File: config.mk
export PLATFORM = sky130hd
export DESIGN_NAME = trig_capture
export DESIGN_NICKNAME = d
export VERILOG_FILES = /design/src/rtl/trigcap_pkg.sv /design/src/rtl/trigcap_sel_reg.sv /design/src/rtl/trigcap_ack_decode.sv /design/src/rtl/trigcap_line.sv /design/src/rtl/trig_capture.sv
export SDC_FILE = /design/constraint.sdc
export NUM_CORES = 1
export LEC_CHECK = 0
export BUFFER_PORTS_ARGS = -buffer_cell sky130_fd_sc_hd__buf_2
export CAP_MARGIN = 0
export CORE_UTILIZATION = 46
export CTS_CLUSTER_DIAMETER = 50
export DETAILED_ROUTE_END_ITERATION = 6
export GPL_TIMING_DRIVEN = 1
export PLACE_DENSITY = 0.76
export SLEW_MARGIN = 20
export SYNTH_ARGS = -nofsm -noshare
export SYNTH_HDL_FRONTEND = slang
export SYNTH_SLANG_ARGS = --single-unit
File: constraint.sdc
create_clock -name clk -period 0.9 [get_ports clk]
set_input_delay 0.045 -clock clk [delete_from_list [all_inputs] [get_ports clk]]
set_output_delay 0.045 -clock clk [all_outputs]
set_load 0.01 [all_outputs]
File: src/rtl/trigcap_pkg.sv
package trigcap_pkg;

    localparam int unsigned DEF_LINES = 8;

    typedef enum logic {
        TRIG_EDGE  = 1'b0,
        TRIG_LEVEL = 1'b1
    } trig_mode_e;

    typedef struct packed {
        logic req;   // pending request
        logic seen;  // level remembered for edge detection
    } line_state_t;

    // Next state of one line: level update first, acknowledge clear last.
    function automatic line_state_t line_next(
        input line_state_t cur,
        input trig_mode_e  mode,
        input logic        level,
        input logic        ack_hit
    );
        line_state_t nxt;
        if (mode == TRIG_LEVEL) begin
            nxt.req  = level;
            nxt.seen = level;
        end else if (level) begin
            nxt.req  = cur.req | ~cur.seen;
            nxt.seen = 1'b1;
        end else begin
            nxt.req  = 1'b0;
            nxt.seen = 1'b0;
        end
        if (ack_hit && mode == TRIG_EDGE) begin
            nxt.req = 1'b0;
        end
        return nxt;
    endfunction

endpackage

File: src/rtl/trigcap_sel_reg.sv
module trigcap_sel_reg #(
    parameter int unsigned     W     = 8,
    parameter logic [W-1:0]    WMASK = '1
) (
    input  logic         clk,
    input  logic         rst,
    input  logic         wr,
    input  logic [W-1:0] wdata,
    output logic [W-1:0] value
);

    logic [W-1:0] sel_q;

    always_ff @(posedge clk) begin
        if (rst) begin
            sel_q <= '0;
        end else if (wr) begin
            sel_q <= wdata & WMASK;
        end
    end

    assign value = sel_q;

    // a write lands masked on the next edge
    a_r2_masked_write: assert property (@(posedge clk) disable iff (rst)
        wr |=> (value == ($past(wdata) & WMASK)));

    // without a write the register holds
    a_r8_sel_hold: assert property (@(posedge clk) disable iff (rst)
        !wr |=> $stable(value));

endmodule

File: src/rtl/trigcap_ack_decode.sv
module trigcap_ack_decode #(
    parameter int unsigned N  = 8,
    parameter int unsigned IW = (N > 1) ? $clog2(N) : 1
) (
    input  logic          stb,
    input  logic [IW-1:0] idx,
    output logic [N-1:0]  hit
);

    always_comb begin
        hit = '0;
        for (int i = 0; i < N; i++) begin
            if (stb && (int'(idx) == i)) begin
                hit[i] = 1'b1;
            end
        end
    end

endmodule

File: src/rtl/trigcap_line.sv
module trigcap_line
    import trigcap_pkg::*;
(
    input  logic       clk,
    input  logic       rst,
    input  logic       reinit,
    input  logic       level,
    input  trig_mode_e mode,
    input  logic       ack_hit,
    output logic       req
);

    line_state_t st_q;

    always_ff @(posedge clk) begin
        if (rst || reinit) begin
            st_q <= '0;
        end else begin
            st_q <= line_next(st_q, mode, level, ack_hit);
        end
    end

    assign req = st_q.req;

    // level mode request tracks the sampled input
    a_r3_level_follow: assert property (@(posedge clk) disable iff (rst)
        (!reinit && mode == TRIG_LEVEL) |=> (req == $past(level)));

    // low input in edge mode drops the request
    a_r5_edge_low: assert property (@(posedge clk) disable iff (rst)
        (!reinit && mode == TRIG_EDGE && !level) |=> !req);

    // acknowledge of an edge line always leaves it clear
    a_r6_ack_edge: assert property (@(posedge clk) disable iff (rst)
        (ack_hit && mode == TRIG_EDGE) |=> !req);

    // an edge-mode request cannot appear while the line stays high and was already seen
    a_r4_no_retrigger: assert property (@(posedge clk) disable iff (rst)
        (!reinit && mode == TRIG_EDGE && level && !req && $past(level)
         && $past(mode) == TRIG_EDGE && !$past(reinit) && !$past(rst)
         && $past(ack_hit)) |=> !req);

    // reinitialise clears the request
    a_r8_reinit_clear: assert property (@(posedge clk) disable iff (rst)
        reinit |=> !req);

endmodule

File: src/rtl/trig_capture.sv
module trig_capture
    import trigcap_pkg::*;
#(
    parameter int unsigned               NUM_LINES  = DEF_LINES,
    parameter logic [NUM_LINES-1:0]      TSEL_WMASK = 8'hDE
) (
    input  logic                           clk,
    input  logic                           rst,
    input  logic [NUM_LINES-1:0]           lines_in,
    input  logic                           ack_stb,
    input  logic [$clog2(NUM_LINES)-1:0]   ack_idx,
    input  logic                           tsel_wr,
    input  logic [NUM_LINES-1:0]           tsel_wdata,
    input  logic                           reinit,
    output logic [NUM_LINES-1:0]           req_out,
    output logic [NUM_LINES-1:0]           tsel_rdata
);

    localparam int unsigned IDX_W = $clog2(NUM_LINES);

    logic [NUM_LINES-1:0] tsel;
    logic [NUM_LINES-1:0] ack_hit;

    trigcap_sel_reg #(
        .W     (NUM_LINES),
        .WMASK (TSEL_WMASK)
    ) u_sel (
        .clk   (clk),
        .rst   (rst),
        .wr    (tsel_wr),
        .wdata (tsel_wdata),
        .value (tsel)
    );

    trigcap_ack_decode #(
        .N  (NUM_LINES),
        .IW (IDX_W)
    ) u_ack (
        .stb (ack_stb),
        .idx (ack_idx),
        .hit (ack_hit)
    );

    for (genvar g = 0; g < NUM_LINES; g++) begin : g_line
        trigcap_line u_line (
            .clk     (clk),
            .rst     (rst),
            .reinit  (reinit),
            .level   (lines_in[g]),
            .mode    (trig_mode_e'(tsel[g])),
            .ack_hit (ack_hit[g]),
            .req     (req_out[g])
        );
    end

    assign tsel_rdata = tsel;

    // the decoder never names more than one line
    a_r9_single_ack: assert property (@(posedge clk) disable iff (rst)
        $onehot0(ack_hit));

    // a silent strobe hits no line
    a_r9_no_stray_ack: assert property (@(posedge clk) disable iff (rst)
        !ack_stb |-> (ack_hit == '0));

    // one cycle after reset everything reads zero
    a_r1_reset_zero: assert property (@(posedge clk)
        $past(rst) |-> (req_out == '0 && tsel_rdata == '0));

endmodule

Yosys cells after proc, flatten, opt, wreduce, memory -nomap -nowiden
Cells that the tools add are included.
Widths: inputs -> output; s select.
{"block": "op_classes", "muxes": 22, "n_eq_ne": 7, "n_bitwise": 24, "reduce_logical": 24}
{"op": "$mux 2", "n": 12}
{"op": "$not 1->1", "n": 16}
{"op": "$logic_and 1x1->1", "n": 14}
{"op": "$eq 3x3->1 const B", "n": 4}
{"op": "$reduce_or 2->1", "n": 6}
{"op": "$mux 1", "n": 10}
{"op": "$or 1x1->1", "n": 8}
{"op": "$eq 3x2->1 const B", "n": 2}
{"op": "$reduce_or 3->1", "n": 2}
{"op": "$eq 3x1->1 const B", "n": 1}
{"op": "$logic_not 3->1", "n": 1}
{"op": "$logic_or 1x1->1", "n": 1}
{"block": "word_totals", "ff_bits": 22, "word_cells": 94}

Longest topological paths before layout
{"block": "depth", "ltp_word": 5, "ltp_mapped": 3, "depth_no_buf": 2}

Hierarchy
Synthesis repeated with hierarchy kept, for this count alone.
{"block": "unflattened", "cells_unflattened": 78, "area_unflattened_um2": 879.6}
{"module": "trigcap_line", "instances": 8, "area_each_um2": 68.8, "seq_area_each_um2": 40.0, "cells_per_inst": 6}
{"module": "trigcap_sel_reg", "instances": 1, "area_each_um2": 232.7, "seq_area_each_um2": 120.1, "cells_per_inst": 22}
{"module": "trigcap_ack_decode", "instances": 1, "area_each_um2": 96.3, "seq_area_each_um2": 0.0, "cells_per_inst": 8}

Least setup slack after synthesis
No wires, ideal clock.
{"block": "synth_path", "path_kind": "in2reg", "start": "input ack_idx[0]", "end": "register g_line[0].u_line.st_q (netlist bit g_line[0].u_line.req)", "arrival_ps": 676, "stages": 2, "slack_ps": 106, "path_buffers": 0, "required_time_ps": 782, "path_cell_list": "or4b_1 o2111a_1"}
{"block": "synth_via", "elab_chain_len": 4}
{"element": "start, declared", "line": "trig_capture.sv:11", "rtl": "input logic [$clog2(NUM_LINES)-1:0] ack_idx,"}
{"element": "$logic_not 3->1", "line": "trigcap_ack_decode.sv:13", "rtl": "if (stb && (int'(idx) == i)) begin"}
{"element": "$logic_and 1x1->1", "line": "trigcap_ack_decode.sv:13"}
{"element": "$mux 1", "line": "trigcap_ack_decode.sv:13"}
{"element": "$reduce_or 3->1 (no line)"}
{"element": "end signal, assigned", "line": "trigcap_line.sv:19", "rtl": "st_q <= line_next(st_q, mode, level, ack_hit);"}
{"element": "end, declared", "line": "trigcap_line.sv:13", "rtl": "line_state_t st_q;"}
No other way between the ends.
A chain may end at the register's enable or synchronous reset.

Worst setup path after layout
{"block": "layout_path", "start": "register u_sel.sel_q[7] (netlist: u_sel.value[7])", "end": "output tsel_rdata[7]"}
{"element": "start, declared", "line": "trigcap_sel_reg.sv:12", "rtl": "logic [W-1:0] sel_q;"}
{"element": "start signal, assigned", "line": "trigcap_sel_reg.sv:18", "rtl": "sel_q <= wdata & WMASK;"}
{"element": "end, declared", "line": "trig_capture.sv:16", "rtl": "output logic [NUM_LINES-1:0] tsel_rdata"}
No word-level cell between the ends.

==> flow_summary_export.csv <==
group,metric,value,unit
synthesis,yosysMostFrequentCell,"dfxtp_1",
grt,grt_pass1_wl,2950,um
routing,routed_via_density,4.66,
synthesis,avgSynthCellArea,10.2,um^2
synthesis,seq_area_frac_synth,44.1,%
timing,fin_crit,838,ps
floorplan,io_pins,40,
synthesis,ys_types,21,
setup_path,cp_slowest_stage_delay,370,ps
floorplan,rows,16,
setup_path,critPathKind,"register to primary output",
setup_path,reg2reg_from,"u_sel.value[4]$_SDFFE_PP0P_",
floorplan,start_util,49.9,%
routing,avgRoutedWirePerCell,11.1,um
synthesis,synth_area_leaders,"dfxtp_1 44%, buf_4 12%, mux2i_1 6.0%",
floorplan,die_area,2360,um^2
clock_tree,clockBufferDepth,2,
routing,first_pass_iters,4,
clock_tree,cts_sinks,22,
placement,place.gp.congestion,0.663,
synthesis,ys.flop_type,"dfxtp_1",
clock_tree,clk_pin_slew,120,ps
clock_tree,clock_latency,300,ps
clock_tree,postCtsSetupBuffers,0,
finish,design.final.nets,156,
timing,setup_viol,0,
clock_tree,tritoncts,"built",
routing,vias,737,
finish,stdcell_count,158,
synthesis,synthCells,98,
grt,grt-ovfl-total,0,
placement,dpl-instance-area,1110,um^2
setup_path,worstPathCellList,"buf_2",
routing,drt_iter0_markers,9,
floorplan,die_y,48.6,um
synthesis,synth_largest_area_cell,"dfxtp_1",
power_and_ir_drop,vdd_ir_drop_max,1.12,mV
setup_path,crit_start,"u_sel.value[7]$_SDFFE_PP0P_",
synthesis,yosysWarnings,0,
grt,antenna_found_initial,0,
clock_tree,cts_buffers,3,
finish,antenna_cells,0,
setup_path,slowest_stage,"dfxtp_2",
finish,finalInstanceArea,1240,um^2
setup_path,path_max_fanout,4,
synthesis,syn_area,1000,um^2
timing,setup_tns,0,ps
routing,routed_wl,1750,um
min_path,hold_start,"tsel_wdata[7]",
outcome,status,"completed",
floorplan,fp.coreArea,2000,um^2
placement,portBuffers,35,
finish,filler_cell_count,186,
synthesis,ys_seq_elements,22,
timing,slew_violations,0,
routing,drc,0,
grt,grt_max_degree,14,
synthesis,synth_common_cells,"22 x dfxtp_1, 16 x buf_4, 14 x inv_1",
grt,grt_pass1_vias,723,
min_path,hold_path.class,"primary input to register",
power_and_ir_drop,p_leak,0.625,nW
timing,max_freq,1190,MHz
synthesis,synth-edff-count,0,
timing,period_share,93.1,%
timing,hold_violations,0,
setup_path,path_delay_family,"flip-flops",
synthesis,synth_top_area_share,44.1,%
clock_tree,htree_levels,1,
placement,dp_hpwl,1330,um
placement,dpl.cell_count,147,
setup_path,end_kind,"primary output",
grt,grt_util_all_layers,16.1,%
setup_path,cp-start-kind,"register",
floorplan,die_x,48.6,um
timing,fin_skew,9.11,ps
clock_tree,ctsRootBufferMaster,"clkbuf_4",
routing,antenna_left,0,
finish,drive_gt1_share,44.3,%
setup_path,arrival,790,ps
setup_path,crit_buf_inv,1,
power_and_ir_drop,powerDensity,1640,nW/um^2
synthesis,async_flop_share,0,%
finish,area_delta_synth_final,24.5,%
setup_path,cp.required,850,ps
run,drv_cap,0,
cell usage in the layout (no fill, tap or decap), drive strengths merged, types with 3 or more instances in the layout:
| cell type | netlist | layout |
|---|---|---|
| dlygate4sd3 | 0 | 7 |
| a211oi | 6 | 6 |
| nor3b | 6 | 6 |
| buf | 18 | 39 |
| nor2 | 7 | 7 |
| clkbuf | 0 | 3 |
| mux2i | 6 | 6 |
| or3b | 6 | 6 |
| inv | 14 | 14 |
| dfxtp | 22 | 22 |
repair_timing:
action | 4_1_cts | 5_1_grt
endpoints found under the hold margin | 9 | 0
resized for setup | 0 | 9
hold buffers | 7 | 0
endpoints found under the setup margin | 0 | 8
final cells by class:
cell class / instances / area, um^2 / share of cell area, %
repair buffers: 46 / 282 / 22.6
multi-input cells: 45 / 374 / 30.1
clock inverters: 1 / 30.0 / 2.41
well taps: 27 / 33.8 / 2.71
inverters: 14 / 52.6 / 4.22
clock buffers: 3 / 22.5 / 1.81
flip-flops and latches: 22 / 450 / 36.2
through the flow:
stage	hold WS (ps)	util (%)	total power, mW	setup WS, ps
floorplan	167	-	1.23	106
global placement	262	55.3	1.29	-2.37
detailed placement	268	55.3	1.30	-20.3
CTS	8.99	61.4	2.04	7.40
global route	8.20	62.2	2.16	-4.37
finish	3.79	62.2	2.04	62.2
worst reg2reg max path, cell delays in order, from the launching register on:
cell and delay [ps]:
dfxtp_2 360, nor3b_1 240, a211oi_2 70
flip-flops by register name, summed over array words and instances (netlist names):
name and flops:
u_sel.value 6, g_line.u_line.st_q 8, g_line.u_line.req 8
kinds of logic after synthesis:
logic type	count (synthesis)	synth area share, %
buffers and inverters	32	18.9
flip-flops	22	44.1
AND/OR/NAND/NOR	29	22.4
AO/OA/AOI/OAI	8	8.26
other	1	0.375
multiplexers	6	6.01
path summary, 6_finish.rpt:
kind	to	slack, ps	depth (start not counted)
worst max-delay path	tsel_rdata[7]	60	1
worst min-delay path	u_sel.value[7]$_SDFFE_PP0P_	4	3
worst min register to register	g_line[1].u_line.req$_SDFF_PP0_	470	2
worst max register to register	g_line[4].u_line.req$_SDFF_PP0_	100	2
power breakdown:
part / total (mW) / leakage [nW] / switching [mW] / internal, mW
Clock: 0.730 / 0.0279 / 0.280 / 0.450
Sequential: 1.05 / 0.184 / 0.0261 / 1.02
Combinational: 0.258 / 0.414 / 0.114 / 0.144
Total: 2.04 / 0.625 / 0.421 / 1.62
layer usage:
| metal | share of wire (%) | routed length [um] | global-route usage [%] | vias up |
|---|---|---|---|---|
| li1 | - | - | - | 379 |
| met1 | 45 | 780 | 18.4 | 331 |
| met2 | 49 | 858 | 29.2 | 25 |
| met3 | 5.5 | 97 | 3.46 | 2 |
| met4 | 0.80 | 14 | 5.88 | 0 |
| met5 | 0 | 0 | 0 | - |
No activity file was read; power rests on OpenSTA's default activity.
